[src/rtl/ring_pkg.sv]
package ring_pkg;
  localparam int RING_DW = 8;
  // Header distances below the ring base; the order is fixed by the shared layout.
  localparam int HDR_MASK_DIST = 3;
  localparam int HDR_IN_DIST   = 2;
  localparam int HDR_OUT_DIST  = 1;

  typedef logic [RING_DW-1:0] ring_byte_t;

  typedef enum logic [1:0] {OP_INIT, OP_POP, OP_PUSH} ring_op_e;

  typedef enum logic [3:0] {
    ST_IDLE, ST_ACQ, ST_HMASK, ST_HIN, ST_HOUT, ST_CHK, ST_DAT, ST_IDX, ST_REL
  } ring_st_e;

  function automatic ring_byte_t ring_next(input ring_byte_t idx, input ring_byte_t mask);
    ring_byte_t inc;
    inc = idx + 1'b1;
    return inc & mask;
  endfunction
endpackage

[src/rtl/ring_cache.sv]
module ring_cache
  import ring_pkg::*;
(
  input  logic       clk,
  input  logic       rst_n,
  input  logic       ld_mask,
  input  logic       ld_in,
  input  logic       ld_out,
  input  ring_byte_t rd_byte,
  input  logic       chk_empty_ev,
  input  logic       chk_full_ev,
  input  logic       adv_in,
  input  logic       adv_out,
  output ring_byte_t mask_q,
  output ring_byte_t in_q,
  output ring_byte_t out_q,
  output logic       hit_empty,
  output logic       hit_full,
  output logic       empty_q,
  output logic       full_q
);
  // Compare the freshly read shared index with the local copy.
  assign hit_empty = (rd_byte == out_q);
  assign hit_full  = (ring_next(in_q, mask_q) == rd_byte);

  always_ff @(posedge clk or negedge rst_n) begin
    if (!rst_n) begin
      mask_q  <= '0;
      in_q    <= '0;
      out_q   <= '0;
      empty_q <= 1'b1;
      full_q  <= 1'b1;
    end else begin
      if (ld_mask)      mask_q  <= rd_byte;
      if (ld_in)        in_q    <= rd_byte;
      else if (adv_in)  in_q    <= ring_next(in_q, mask_q);
      if (ld_out)       out_q   <= rd_byte;
      else if (adv_out) out_q   <= ring_next(out_q, mask_q);
      if (chk_empty_ev) empty_q <= hit_empty;
      if (chk_full_ev)  full_q  <= hit_full;
    end
  end
endmodule

[src/rtl/ring_ctrl.sv]
module ring_ctrl
  import ring_pkg::*;
#(
  parameter int AW = 16
) (
  input  logic          clk,
  input  logic          rst_n,
  input  logic [AW-1:0] base_addr,
  input  logic          base_zero,
  input  logic          init_req,
  input  logic          rx_ready,
  input  logic          tx_valid,
  input  ring_byte_t    tx_data,
  input  logic          bus_gnt,
  input  logic          mem_ack,
  input  ring_byte_t    mem_rdata,
  input  ring_byte_t    mask_q,
  input  ring_byte_t    in_q,
  input  ring_byte_t    out_q,
  input  logic          hit_empty,
  input  logic          hit_full,
  output logic          bus_req,
  output logic          mem_req,
  output logic          mem_we,
  output logic [AW-1:0] mem_addr,
  output ring_byte_t    mem_wdata,
  output logic          rx_valid,
  output ring_byte_t    rx_data,
  output logic          tx_ready,
  output logic          ld_mask,
  output logic          ld_in,
  output logic          ld_out,
  output logic          chk_empty_ev,
  output logic          chk_full_ev,
  output logic          adv_in,
  output logic          adv_out
);
  localparam logic [AW-1:0] DIST_MASK = AW'(HDR_MASK_DIST);
  localparam logic [AW-1:0] DIST_IN   = AW'(HDR_IN_DIST);
  localparam logic [AW-1:0] DIST_OUT  = AW'(HDR_OUT_DIST);

  ring_st_e   st_q;
  ring_op_e   op_q;
  logic       xfer_q, go_q;
  ring_byte_t tx_hold_q;

  logic is_pop, acked;
  logic [AW-1:0] a_mask, a_in, a_out, a_dat;

  assign is_pop = (op_q == OP_POP);
  assign acked  = mem_req && mem_ack;
  assign a_mask = base_addr - DIST_MASK;
  assign a_in   = base_addr - DIST_IN;
  assign a_out  = base_addr - DIST_OUT;
  assign a_dat  = base_addr + AW'(is_pop ? out_q : in_q);

  always_comb begin
    bus_req   = st_q inside {ST_ACQ, ST_HMASK, ST_HIN, ST_HOUT, ST_CHK, ST_DAT, ST_IDX};
    mem_req   = st_q inside {ST_HMASK, ST_HIN, ST_HOUT, ST_CHK, ST_DAT, ST_IDX};
    mem_we    = 1'b0;
    mem_addr  = a_mask;
    mem_wdata = '0;
    case (st_q)
      ST_HIN:  mem_addr = a_in;
      ST_HOUT: mem_addr = a_out;
      ST_CHK:  mem_addr = is_pop ? a_in : a_out;
      ST_DAT: begin
        mem_addr  = a_dat;
        mem_we    = !is_pop;
        mem_wdata = tx_hold_q;
      end
      ST_IDX: begin
        mem_addr  = is_pop ? a_out : a_in;
        mem_we    = 1'b1;
        mem_wdata = is_pop ? ring_next(out_q, mask_q) : ring_next(in_q, mask_q);
      end
      default: ;
    endcase
  end

  assign ld_mask      = acked && (st_q == ST_HMASK);
  assign ld_in        = acked && (st_q == ST_HIN);
  assign ld_out       = acked && (st_q == ST_HOUT);
  assign chk_empty_ev = acked && (st_q == ST_CHK) && is_pop;
  assign chk_full_ev  = acked && (st_q == ST_CHK) && !is_pop;
  assign adv_out      = acked && (st_q == ST_IDX) && is_pop;
  assign adv_in       = acked && (st_q == ST_IDX) && !is_pop;

  always_ff @(posedge clk or negedge rst_n) begin
    if (!rst_n) begin
      st_q      <= ST_IDLE;
      op_q      <= OP_INIT;
      xfer_q    <= 1'b0;
      go_q      <= 1'b0;
      tx_hold_q <= '0;
      rx_data   <= '0;
      rx_valid  <= 1'b0;
      tx_ready  <= 1'b0;
    end else begin
      rx_valid <= 1'b0;
      tx_ready <= 1'b0;
      case (st_q)
        ST_IDLE: begin
          xfer_q <= 1'b0;
          go_q   <= 1'b0;
          if (!base_zero) begin
            if (init_req) begin
              op_q <= OP_INIT;
              st_q <= ST_ACQ;
            end else if (rx_ready) begin
              op_q <= OP_POP;
              st_q <= ST_ACQ;
            end else if (tx_valid) begin
              op_q      <= OP_PUSH;
              tx_hold_q <= tx_data;
              st_q      <= ST_ACQ;
            end
          end
        end
        ST_ACQ: if (bus_gnt)
          st_q <= (op_q == OP_INIT) ? ST_HMASK : (xfer_q ? ST_DAT : ST_CHK);
        ST_HMASK: if (acked) st_q <= ST_HIN;
        ST_HIN:   if (acked) st_q <= ST_HOUT;
        ST_HOUT:  if (acked) st_q <= ST_REL;
        ST_CHK: if (acked) begin
          go_q <= is_pop ? !hit_empty : !hit_full;
          st_q <= ST_REL;
        end
        ST_DAT: if (acked) begin
          if (is_pop) rx_data <= mem_rdata;
          st_q <= ST_IDX;
        end
        ST_IDX: if (acked) st_q <= ST_REL;
        ST_REL: if (!bus_gnt) begin
          if (go_q) begin
            go_q   <= 1'b0;
            xfer_q <= 1'b1;
            st_q   <= ST_ACQ;
          end else begin
            if (xfer_q) begin
              rx_valid <= is_pop;
              tx_ready <= (op_q == OP_PUSH);
            end
            xfer_q <= 1'b0;
            st_q   <= ST_IDLE;
          end
        end
        default: st_q <= ST_IDLE;
      endcase
    end
  end
endmodule

[src/rtl/ring_fifo_client.sv]
module ring_fifo_client
  import ring_pkg::*;
#(
  parameter int AW = 16
) (
  input  logic               clk,
  input  logic               rst_n,
  input  logic [AW-1:0]      base_addr,
  input  logic               init_req,
  input  logic               rx_ready,
  output logic               rx_valid,
  output logic [RING_DW-1:0] rx_data,
  input  logic               tx_valid,
  output logic               tx_ready,
  input  logic [RING_DW-1:0] tx_data,
  output logic               stat_empty,
  output logic               stat_full,
  output logic               bus_req,
  input  logic               bus_gnt,
  output logic               mem_req,
  output logic               mem_we,
  output logic [AW-1:0]      mem_addr,
  output logic [RING_DW-1:0] mem_wdata,
  input  logic [RING_DW-1:0] mem_rdata,
  input  logic               mem_ack
);
  // Named internal events between sequencer and index cache.
  logic       base_zero;
  logic       ld_mask, ld_in, ld_out;
  logic       chk_empty_ev, chk_full_ev, adv_in, adv_out;
  logic       hit_empty, hit_full, empty_q, full_q;
  ring_byte_t mask_q, in_q, out_q;

  assign base_zero  = (base_addr == '0);
  assign stat_empty = base_zero || empty_q;
  assign stat_full  = base_zero || full_q;

  ring_cache u_cache (
    .clk(clk), .rst_n(rst_n),
    .ld_mask(ld_mask), .ld_in(ld_in), .ld_out(ld_out),
    .rd_byte(mem_rdata),
    .chk_empty_ev(chk_empty_ev), .chk_full_ev(chk_full_ev),
    .adv_in(adv_in), .adv_out(adv_out),
    .mask_q(mask_q), .in_q(in_q), .out_q(out_q),
    .hit_empty(hit_empty), .hit_full(hit_full),
    .empty_q(empty_q), .full_q(full_q)
  );

  ring_ctrl #(.AW(AW)) u_ctrl (
    .clk(clk), .rst_n(rst_n),
    .base_addr(base_addr), .base_zero(base_zero),
    .init_req(init_req), .rx_ready(rx_ready),
    .tx_valid(tx_valid), .tx_data(tx_data),
    .bus_gnt(bus_gnt), .mem_ack(mem_ack), .mem_rdata(mem_rdata),
    .mask_q(mask_q), .in_q(in_q), .out_q(out_q),
    .hit_empty(hit_empty), .hit_full(hit_full),
    .bus_req(bus_req), .mem_req(mem_req), .mem_we(mem_we),
    .mem_addr(mem_addr), .mem_wdata(mem_wdata),
    .rx_valid(rx_valid), .rx_data(rx_data), .tx_ready(tx_ready),
    .ld_mask(ld_mask), .ld_in(ld_in), .ld_out(ld_out),
    .chk_empty_ev(chk_empty_ev), .chk_full_ev(chk_full_ev),
    .adv_in(adv_in), .adv_out(adv_out)
  );
endmodule

[config.mk]
export PLATFORM = sky130hd
export DESIGN_NAME = ring_fifo_client
export DESIGN_NICKNAME = d
export VERILOG_FILES = /design/src/rtl/ring_pkg.sv /design/src/rtl/ring_cache.sv /design/src/rtl/ring_ctrl.sv /design/src/rtl/ring_fifo_client.sv
export SDC_FILE = /design/constraint.sdc
export NUM_CORES = 1
export LEC_CHECK = 0
export ABC_AREA = 1
export ABC_CLOCK_PERIOD_IN_PS = 3600
export BUFFER_PORTS_ARGS = -buffer_cell sky130_fd_sc_hd__clkbuf_2
export CAP_MARGIN = 20
export CORE_UTILIZATION = 50
export DETAILED_ROUTE_END_ITERATION = 8
export GPL_TIMING_DRIVEN = 0
export PLACE_DENSITY = 0.8
export SLEW_MARGIN = 20
export SYNTH_ARGS = -nofsm -noshare
export SYNTH_HDL_FRONTEND = slang
export SYNTH_SLANG_ARGS = --single-unit
[constraint.sdc]
create_clock -name clk -period 3.6 [get_ports clk]
set_clock_uncertainty 0.15 [all_clocks]
set_input_delay 0.18 -clock clk [delete_from_list [all_inputs] [get_ports clk]]
set_output_delay 0.18 -clock clk [all_outputs]
set_load 0.01 [all_outputs]
==> impl_metrics.json, run 1 <==
{
  "outcome": "complete, no violations",
  "post_route_cells_drive_above_1_share_pct": 16.39,
  "track_usage_pct": 28.48,
  "gr-usage-met1_pct": 38.81,
  "dieArea_mm2": 0.01009,
  "final-hold-violation-count": 0,
  "cp_max_fo": 10,
  "die_width_um": 100.5,
  "post-route-util_pct": 61.30,
  "worst-setup-path-type": "reg -> out",
  "globalRouteOverflowTotal": 0,
  "h-tree-depth": 2,
  "grt_setup_unrepaired": "no",
  "tritoncts.num_buffers": 5,
  "worst-endpoint-arrival_ps": 3040,
  "synth_ff_type": "dfrtp_1",
  "peak_clock_frequency_supported_by_timing_mhz": 296.9,
  "die_height_um": 100.5,
  "timing.reg2reg.setup_slack_ps": 1270,
  "tritoncts_num_sinks": 52,
  "mostFrequentLayoutCells": "nand2_1 (216), inv_1 (88), clkbuf_2 (77), nand3_1 (65), nor2_1 (64)",
  "synth-xor-area-share_pct": 4.156,
  "ys_seq_area_share_pct": 26.90,
  "ys_ff_latch": 52,
  "groute.layer.met3.usage_pct": 3.121,
  "leading_post_synthesis_cells_by_cell_area": "dfrtp_1 (26%), nand2_1 (17%), nand3_1 (6.9%), inv_1 (6.8%), o21ai_0 (6.7%)",
  "post_synth_num_cell_types": 45,
  "gr-usage-met2_pct": 48.26,
  "antenna_violating_nets_post_route": 0,
  "post_synth_mux_area_share_pct": 0,
  "drcViolationCount": 0,
  "leading_cell_type_in_the_layout_fill_and_taps_excluded": "nand2_1",
  "worst_setup_path_startpoint": "u_ctrl.op_q[0]",
  "final_max_slew_viol_count": 0,
  "numPortBuffers": 77,
  "post_synthesis_share_of_cell_area_spent_on_full_adders_half_adders_and_majority_gates_pct": 5.834,
  "post_syn_instances": 754,
  "grt.busiest_layer": "met2",
  "effective_utilization_at_floorplan_pct": 51.97,
  "largest_net_degree_at_the_start_of_global_routing": 53,
  "synthDominantCellAreaShare_pct": 25.81,
  "number_of_global_route_vias_before_repair": 4807,
  "finalSetupTns_ps": 0,
  "fin_area_mm2": 0.005718,
  "ff2ff_path_depth": 8,
  "synth_top_area_cell": "dfrtp_1",
  "final_clock_period_utilization_by_the_worst_path_pct": 93.56,
  "synth.net_count": 815,
  "area_fraction_in_compound_gates_after_synthesis_pct": 18.40,
  "wl_per_cell_um": 14.45,
  "max_slew_margin_pct": 51.90,
  "syn_area_mm2": 0.004847,
  "total_wire_length_after_detailed_routing_um": 14200,
  "syn_area_per_cell_um2": 6.429,
  "number_of_nets_in_the_layout": 914,
  "placed_inst_area_mm2": 0.005396,
  "crit_end": "mem_addr[14]",
  "tmin_final_ps": 3368,
  "dp_hpwl_um": 11240,
  "yosys.area_share.simple_pct": 36.16,
  "worstReg2RegStart": "u_ctrl.st_q[0]",
  "number_of_synthesized_flops_with_an_enable_pin": 0,
  "detailedPlace.worstSlack_ps": 208.0,
  "cp-end-kind": "primary output",
  "num_io_pins": 78,
  "required_ps": 3270,
  "clk_pin_slew_ps": 100,
  "clk_latency_ps": 320,
  "floorplan.rows": 35,
  "synth_top_family_by_area": "simple AND/OR/NAND/NOR gates",
  "setup_viol_count_final": 0,
  "route.detailed.vias_per_inst": 5.527,
  "ctsLongestPathBuffers": 2,
  "power.density_cell_area_mw_per_mm2": 609.4,
  "crit-reg2reg-capture": "u_ctrl.op_q[0]",
  "tightestPinTransition_ps": 721.5,
  "min_from": "mem_rdata[1]",
  "start_kind": "flop",
  "number_of_antenna_violations_at_the_first_check_in_global_routing": 0,
  "cts-root-buf": "clkbuf_8",
  "power.leakage_nw": 2.966,
  "nFillCells": 921,
  "hold_path.class": "in -> reg",
  "insertedDiodeCount": 0,
  "synth.yosys.warnings": 0,
  "detailroute.via_count": 5433,
  "gp_routability_congestion": 0.9541,
  "irDropWorstVdd_mv": 0.3388,
  "layout_setup_ws_ps": 231.7,
  "initial_drt_pass_iterations": 8,
  "grt_first_pass_wirelength_um": 22830,
  "drt_iter0_drc": 407,
  "clock_tree_from_tritoncts": "built",
  "async_reset_ff_share_pct": 100.0,
  "design_power_total_mw": 3.484,
  "core_box_area_mm2": 0.009328,
  "maxCapViolations": 0,
  "area_growth_pct": 17.97
}
## cells by family after synthesis
family,after synthesis
fa+ha+maj,22
xor+xnor,23
simple gates,398
buf+inv,104
compound gates,155
flops,52
## worst min path at each step
stage,end,depth (start not counted)
floorplan,u_cache.in_q[0],0
global placement,u_ctrl.tx_hold_q[2],3
detailed placement,u_ctrl.rx_data[5],1
CTS,u_cache.in_q[1],3
global route,u_cache.in_q[1],3
finish,u_cache.in_q[1],3
## metal layers
layer,up-vias,wire length (um)
met5,-,0
li1,2719,-
met2,221,6625
met1,2467,6211
met3,26,1023
met4,0,341
## where the power goes
| part | internal (mW) | switching (mW) | total, mW |
|---|---|---|---|
| combinational | 0.683 | 1.24 | 1.93 |
| sequential | 0.812 | 0.249 | 1.06 |
| clock | 0.280 | 0.216 | 0.496 |
| total | 1.78 | 1.71 | 3.48 |
## flip-flops by register name (all words and copies together), names as in the netlist
| register | count |
|---|---|
| u_cache.empty_q | 1 |
| u_cache.full_q | 1 |
| u_cache.in_q | 8 |
| u_cache.mask_q | 8 |
| u_cache.out_q | 8 |
| u_ctrl.go_q | 1 |
| u_ctrl.op_q | 2 |
| u_ctrl.rx_data | 8 |
| u_ctrl.rx_valid | 1 |
| u_ctrl.st_q | 4 |
| u_ctrl.tx_hold_q | 8 |
| u_ctrl.tx_ready | 1 |
| u_ctrl.xfer_q | 1 |
## critical path: stages (launching register included)
cell and delay, ps:
dfrtp_1 370, inv_1 90, nor2_4 150, buf_4 180, nand2_1 60, o21ai_1 170
nand2_1 150, ha_1 240, fa_2 380, nand3_1 110, nand3_2 110, nand3_1 90
nand2_1 80, nand2_1 80, nand2_1 80, nand2_1 60, nand2_1 50, o21bai_1 120
clkbuf_2 140
## synth_stat cells, types with 9 or more instances
master    number
nand2_2       10
nand4_1       15
dfrtp_1       50
o21ai_0       65
xor2_1        18
inv_1         88
nand2_1      216
nor2_1        65
ha_1          21
nand3_1       67
a21oi_1       41
o221ai_1       9
## through the flow
step / hold slack, ps / std cells
floorplan: -265.6 / 754
global placement: 254.4 / 960
detailed placement: 153.6 / 960
CTS: 34.36 / 980
global route: 82.81 / 983
finish: 38.20 / 983
## layout make-up
class	instances	area, um2	area share [%]
multi-input combinational	598	3161	55.27
sequential	52	1305	22.82
timing repair buffer	92	530.5	9.278
inverter	94	352.8	6.171
tap	129	161.4	2.823
buffer	10	70.07	1.225
clock buffer	5	68.82	1.204
clock inverter	3	68.82	1.204
## what timing repair did
item / 4_1_cts / 5_1_grt
cloned: 0 / 0
pin swaps: 0 / 2
setup buffers: 0 / 3
hold buffers: 12 / 0
endpoints found under the setup margin: 9 / 12
endpoints found under the hold margin: 60 / 0
gates resized for setup: 5 / 14
Power figures use the tool's default switching activity.
==> run 2: changes to the inputs <==
CORE_ASPECT_RATIO = 1.25   (was default)
==> run 2 against run 1 <==
Compared with the run above:
- sequential share of layout area decreased by 0.15 points
- global-route usage increased by 3.3 points
- wire length increased by 13%
- combinational power about the same
- largest cell class unchanged
==> impl_metrics.json, run 2 (synthesis gave the netlist of run 1 again) <==
{
  "outcome": "complete, no violations",
  "critical-path-slowest-cell": "dfrtp_1",
  "detailedPlace.worstSlack_ps": 146.4,
  "max_slew_margin_pct": 50.71,
  "antenna_violating_nets_post_route": 0,
  "post_route_cells_drive_above_1_share_pct": 16.51,
  "tmin_final_ps": 3440,
  "track_usage_pct": 31.76,
  "initial_drt_pass_iterations": 6,
  "placed_inst_area_mm2": 0.005389,
  "grt_setup_unrepaired": "no",
  "core_box_area_mm2": 0.009271,
  "critical_path.top_delay_family": "simple AND/OR/NAND/NOR gates",
  "timing.reg2reg.setup_slack_ps": 1390,
  "insertedDiodeCount": 0,
  "gp_routability_congestion": 0.9469,
  "cp_max_fo": 10,
  "mostFrequentLayoutCells": "nand2_1 (216), inv_1 (88), clkbuf_2 (77), nand3_1 (66), nor2_1 (64)",
  "effective_utilization_at_floorplan_pct": 52.28,
  "h-tree-depth": 2,
  "final-hold-violation-count": 0,
  "finalSetupTns_ps": 0,
  "layout_setup_ws_ps": 159.9,
  "final_max_slew_viol_count": 0,
  "grt_first_pass_wirelength_um": 25820,
  "globalRouteOverflowTotal": 0,
  "num_io_pins": 78,
  "largest_net_degree_at_the_start_of_global_routing": 53,
  "number_of_global_route_vias_before_repair": 5522,
  "design_power_total_mw": 3.650,
  "cp-end-kind": "primary output",
  "drcViolationCount": 0,
  "ctsLongestPathBuffers": 2,
  "place.detailed.instances": 954,
  "crit_top_cell": "nand2_1",
  "worst-setup-path-type": "reg -> out",
  "irDropWorstVdd_mv": 0.6114,
  "dieArea_mm2": 0.01009,
  "tritoncts_num_sinks": 52,
  "number_of_nets_in_the_layout": 915,
  "numPortBuffers": 77,
  "detailroute.via_count": 5671,
  "worst_hold_margin_ps": 11.57,
  "die_width_um": 90.07,
  "timing.critical_path.buf_inv": 5,
  "power.leakage_nw": 2.994,
  "total_wire_length_after_detailed_routing_um": 16060,
  "crit_path_cell_trace": "inv_2 > nand2_2 > inv_2 > nand2_1 > inv_1 > buf_6 > nand2_1 > ha_2 > fa_2 > nand3_1 > nand3_2 > nand3_1 > nand2_1 > nand2_1 > nand2_1 > nand2_1 > nand2_1 > o21bai_1 > clkbuf_2",
  "post-route-util_pct": 62.09,
  "setup_viol_count_final": 0,
  "route.detailed.vias_per_inst": 5.805,
  "clk_pin_slew_ps": 70,
  "clk_latency_ps": 300,
  "floorplan.rows": 39,
  "start_kind": "flop",
  "dp_hpwl_um": 12620,
  "tightestPinTransition_ps": 739.3,
  "clock_tree_from_tritoncts": "built",
  "peak_clock_frequency_supported_by_timing_mhz": 290.7,
  "fin_area_mm2": 0.005757,
  "worst-endpoint-arrival_ps": 3110,
  "drt_iter0_drc": 393,
  "required_ps": 3270,
  "power.density_cell_area_mw_per_mm2": 634.1,
  "final_clock_period_utilization_by_the_worst_path_pct": 95.56,
  "cts-root-buf": "clkbuf_16",
  "area_growth_pct": 18.77,
  "critical-path-max-stage-delay_ps": 440,
  "die_height_um": 112.1,
  "wl_per_cell_um": 16.43,
  "hold_path.class": "in -> reg",
  "tritoncts.num_buffers": 5,
  "stdcell_count": 977,
  "number_of_antenna_violations_at_the_first_check_in_global_routing": 0,
  "maxCapViolations": 0,
  "leading_cell_type_in_the_layout_fill_and_taps_excluded": "nand2_1"
}
run 2: changes by cell type in the layout (fill, tap and decap cells not counted), moves of 2 or more:
cell / delta
clkbuf_8: -5
buf_6: +2
clkbuf_16: +5
dlygate4sd3_1: -2
run 2: worst paths after layout:
| kind | cells past startpoint | endpoint | startpoint |
|---|---|---|---|
| worst max-delay path | 19 | mem_addr[14] | u_ctrl.st_q[3] |
| worst min-delay path | 3 | u_ctrl.st_q[3] | bus_gnt |
| worst max register to register | 7 | u_cache.in_q[0] | u_ctrl.st_q[3] |
| worst min register to register | 2 | u_cache.full_q | u_cache.full_q |
| max in group asynchronous | 2 | u_ctrl.st_q[1] | rst_n |
| min in group asynchronous | 2 | u_cache.out_q[6] | rst_n |
run 2: final cells by class:
cell class | count | area, um2
clock buffer | 5 | 125.1
sequential | 52 | 1305
fill | 892 | 3515
inverter | 94 | 352.8
timing repair buffer | 93 | 533.0
tap | 123 | 153.9
clock inverter | 2 | 60.06
multi-input combinational | 598 | 3149
buffer | 10 | 77.57
run 2: power breakdown:
part / total, mW / internal, mW / leakage (nW) / switching [mW]
Clock: 0.615 / 0.395 / 0.0899 / 0.220
Sequential: 1.07 / 0.814 / 0.646 / 0.257
Combinational: 1.96 / 0.689 / 2.26 / 1.28
Total: 3.65 / 1.90 / 2.99 / 1.75
run 2: what timing repair did:
item,in CTS,in global routing
pin swaps,1,3
setup buffers,0,6
setup endpoints to repair,7,11
resized for setup,8,8
hold endpoints to repair,59,0
hold buffers,10,0
run 2: worst min-delay path, delay by kind of cell:
family / cells / cell delay, ps
buffers and inverters: 1 / 90
and+or+nand+nor: 2 / 150
run 2: routing by layer:
| layer | track usage (%) | up-vias | wire [um] |
|---|---|---|---|
| met2 | 58.12 | 269 | 8040 |
| met3 | 2.846 | 67 | 918 |
| met4 | 18.06 | 0 | 775 |
| met5 | 0 | - | 0 |
| met1 | 36.11 | 2623 | 6320 |
| li1 | - | 2712 | - |
==> run 3: changes to the inputs <==
CELL_PAD_IN_SITES_DETAIL_PLACEMENT = 0   (was default)
CELL_PAD_IN_SITES_GLOBAL_PLACEMENT = 1   (was default)
CORE_UTILIZATION = 41   (was 50)
PLACE_DENSITY = 0.9   (was 0.8)
==> run 3 against run 2 <==
Compared with the run above:
- flip-flop and latch count unchanged
- worst hold slack got worse by 2.9 ps
- maximum frequency increased by 0.58%
- clock-buffer cell count increased by 1
- clock power decreased by 20%
- final cell count increased by 1.2%
- wire length decreased by 3.7%
- setup slack improved by 20 ps
- critical path type unchanged
- critical endpoint is now mem_addr[11]
- largest power group unchanged
==> impl_metrics.json, run 3 (synthesis gave the netlist of run 1 again) <==
{
  "tritoncts.num_buffers": 5,
  "worst-setup-path-type": "reg -> out",
  "dp_hpwl_um": 12610,
  "number_of_nets_in_the_layout": 911,
  "worst_hold_margin_ps": 8.630,
  "ctsLongestPathBuffers": 2,
  "required_ps": 3270,
  "grt.busiest_layer": "met2",
  "dieArea_mm2": 0.01226,
  "power.leakage_nw": 2.951,
  "number_of_antenna_violations_at_the_first_check_in_global_routing": 0,
  "h-tree-depth": 2,
  "area_growth_pct": 17.97,
  "start_kind": "flop",
  "final_max_slew_viol_count": 0,
  "post-route-util_pct": 49.46,
  "outcome": "complete, no violations",
  "placed_inst_area_mm2": 0.005408,
  "place.detailed.instances": 969,
  "final-hold-violation-count": 0,
  "maxCapViolations": 0,
  "detailroute.via_count": 5369,
  "drt_iter0_drc": 306,
  "setup_viol_count_final": 0,
  "tmin_final_ps": 3420,
  "detailedPlace.worstSlack_ps": 155.4,
  "stdcell_count": 989,
  "die_width_um": 99.25,
  "largest_net_degree_at_the_start_of_global_routing": 53,
  "irDropWorstVdd_mv": 0.4367,
  "peak_clock_frequency_supported_by_timing_mhz": 292.4,
  "insertedDiodeCount": 0,
  "design_power_total_mw": 3.484,
  "gr-usage-met1_pct": 30.10,
  "grt_setup_unrepaired": "no",
  "cp_max_fo": 16,
  "drcViolationCount": 0,
  "total_area_of_sequential_cells_mm2": 0.001305,
  "mostFrequentLayoutCells": "nand2_1 (216), inv_1 (88), clkbuf_2 (77), nand3_1 (65)",
  "effective_utilization_at_floorplan_pct": 41.93,
  "grt_first_pass_wirelength_um": 24850,
  "track_usage_pct": 26.13,
  "multiInputGateArea_mm2": 0.003159,
  "cp-end-kind": "primary output",
  "num_io_pins": 78,
  "fin_area_mm2": 0.005718,
  "final_clock_period_utilization_by_the_worst_path_pct": 95.00,
  "initial_drt_pass_iterations": 5,
  "numPortBuffers": 77,
  "groute.layer.met3.usage_pct": 1.865,
  "wl_per_cell_um": 15.63,
  "layout_setup_ws_ps": 179.8,
  "tritoncts_num_sinks": 52,
  "route.detailed.vias_per_inst": 5.429,
  "gp_routability_congestion": 0.9026,
  "worst-endpoint-arrival_ps": 3090,
  "die_height_um": 123.6,
  "tightestPinTransition_ps": 738.3,
  "clk_latency_ps": 300,
  "max_slew_margin_pct": 50.78,
  "antenna_violating_nets_post_route": 0,
  "floorplan.rows": 44,
  "gr-usage-met2_pct": 48.09,
  "hold_path.class": "in -> reg",
  "cts-root-buf": "clkbuf_16",
  "finalSetupTns_ps": 0,
  "number_of_global_route_vias_before_repair": 5125,
  "post_route_cells_drive_above_1_share_pct": 16.10,
  "clk_pin_slew_ps": 70,
  "power.density_cell_area_mw_per_mm2": 609.2,
  "core_box_area_mm2": 0.01156,
  "clock_tree_from_tritoncts": "built",
  "globalRouteOverflowTotal": 0,
  "leading_cell_type_in_the_layout_fill_and_taps_excluded": "nand2_1",
  "nFillCells": 1257,
  "total_wire_length_after_detailed_routing_um": 15460
}
run 3: what timing repair did:
action,in CTS,in global routing
setup buffers,0,1
pin swaps,0,1
hold endpoints to repair,59,0
endpoints found under the setup margin,8,11
resized for setup,6,12
hold buffers,11,0
run 3: final timing paths:
path	start	to	slack, ps	cells after the start
min in group asynchronous	rst_n	u_ctrl.st_q[2]	360	2
max reg2reg	u_ctrl.st_q[0]	u_ctrl.op_q[0]	1230	8
min	bus_gnt	u_ctrl.st_q[3]	9	3
max	u_ctrl.st_q[3]	mem_addr[11]	180	17
max in group asynchronous	rst_n	u_ctrl.st_q[1]	2440	2
min reg2reg	u_ctrl.tx_hold_q[3]	u_ctrl.tx_hold_q[3]	340	2
run 3: per-layer routing:
metal	up-vias	wire, um	part of all wire, %
met5	-	0	0
met4	0	724	4.7
met3	38	656	4.2
met2	163	7713	50
met1	2451	6367	41
li1	2717	-	-
run 3: report_power, final:
part	switching, mW	total (mW)	leakage, nW	internal, mW
clock network	0.231	0.492	0.0675	0.261
logic	1.24	1.92	2.24	0.679
registers	0.255	1.07	0.646	0.814
total	1.73	3.48	2.95	1.75
run 3: worst max-delay path: stages, from the launching register on:
cell	delay, ps
dfrtp_1	440
inv_2	100
nand2_2	100
inv_2	90
nand2_1	60
buf_4	210
a21oi_1	130
o21ai_0	110
ha_1	360
a21oi_1	170
nand2_1	120
nand2_1	110
nand3_2	120
nand2_1	90
nand2_1	60
o21ai_0	290
nand2_1	90
clkbuf_2	140
run 3: cell type report:
type,instances,share of cell area (%)
buffer,10,1.357
clock buffer,6,2.254
clock inverter,2,0.2845
inverter,94,6.171
multi-input combinational,598,55.25
sequential,52,22.82
tap,138,3.020
timing repair buffer,89,8.840
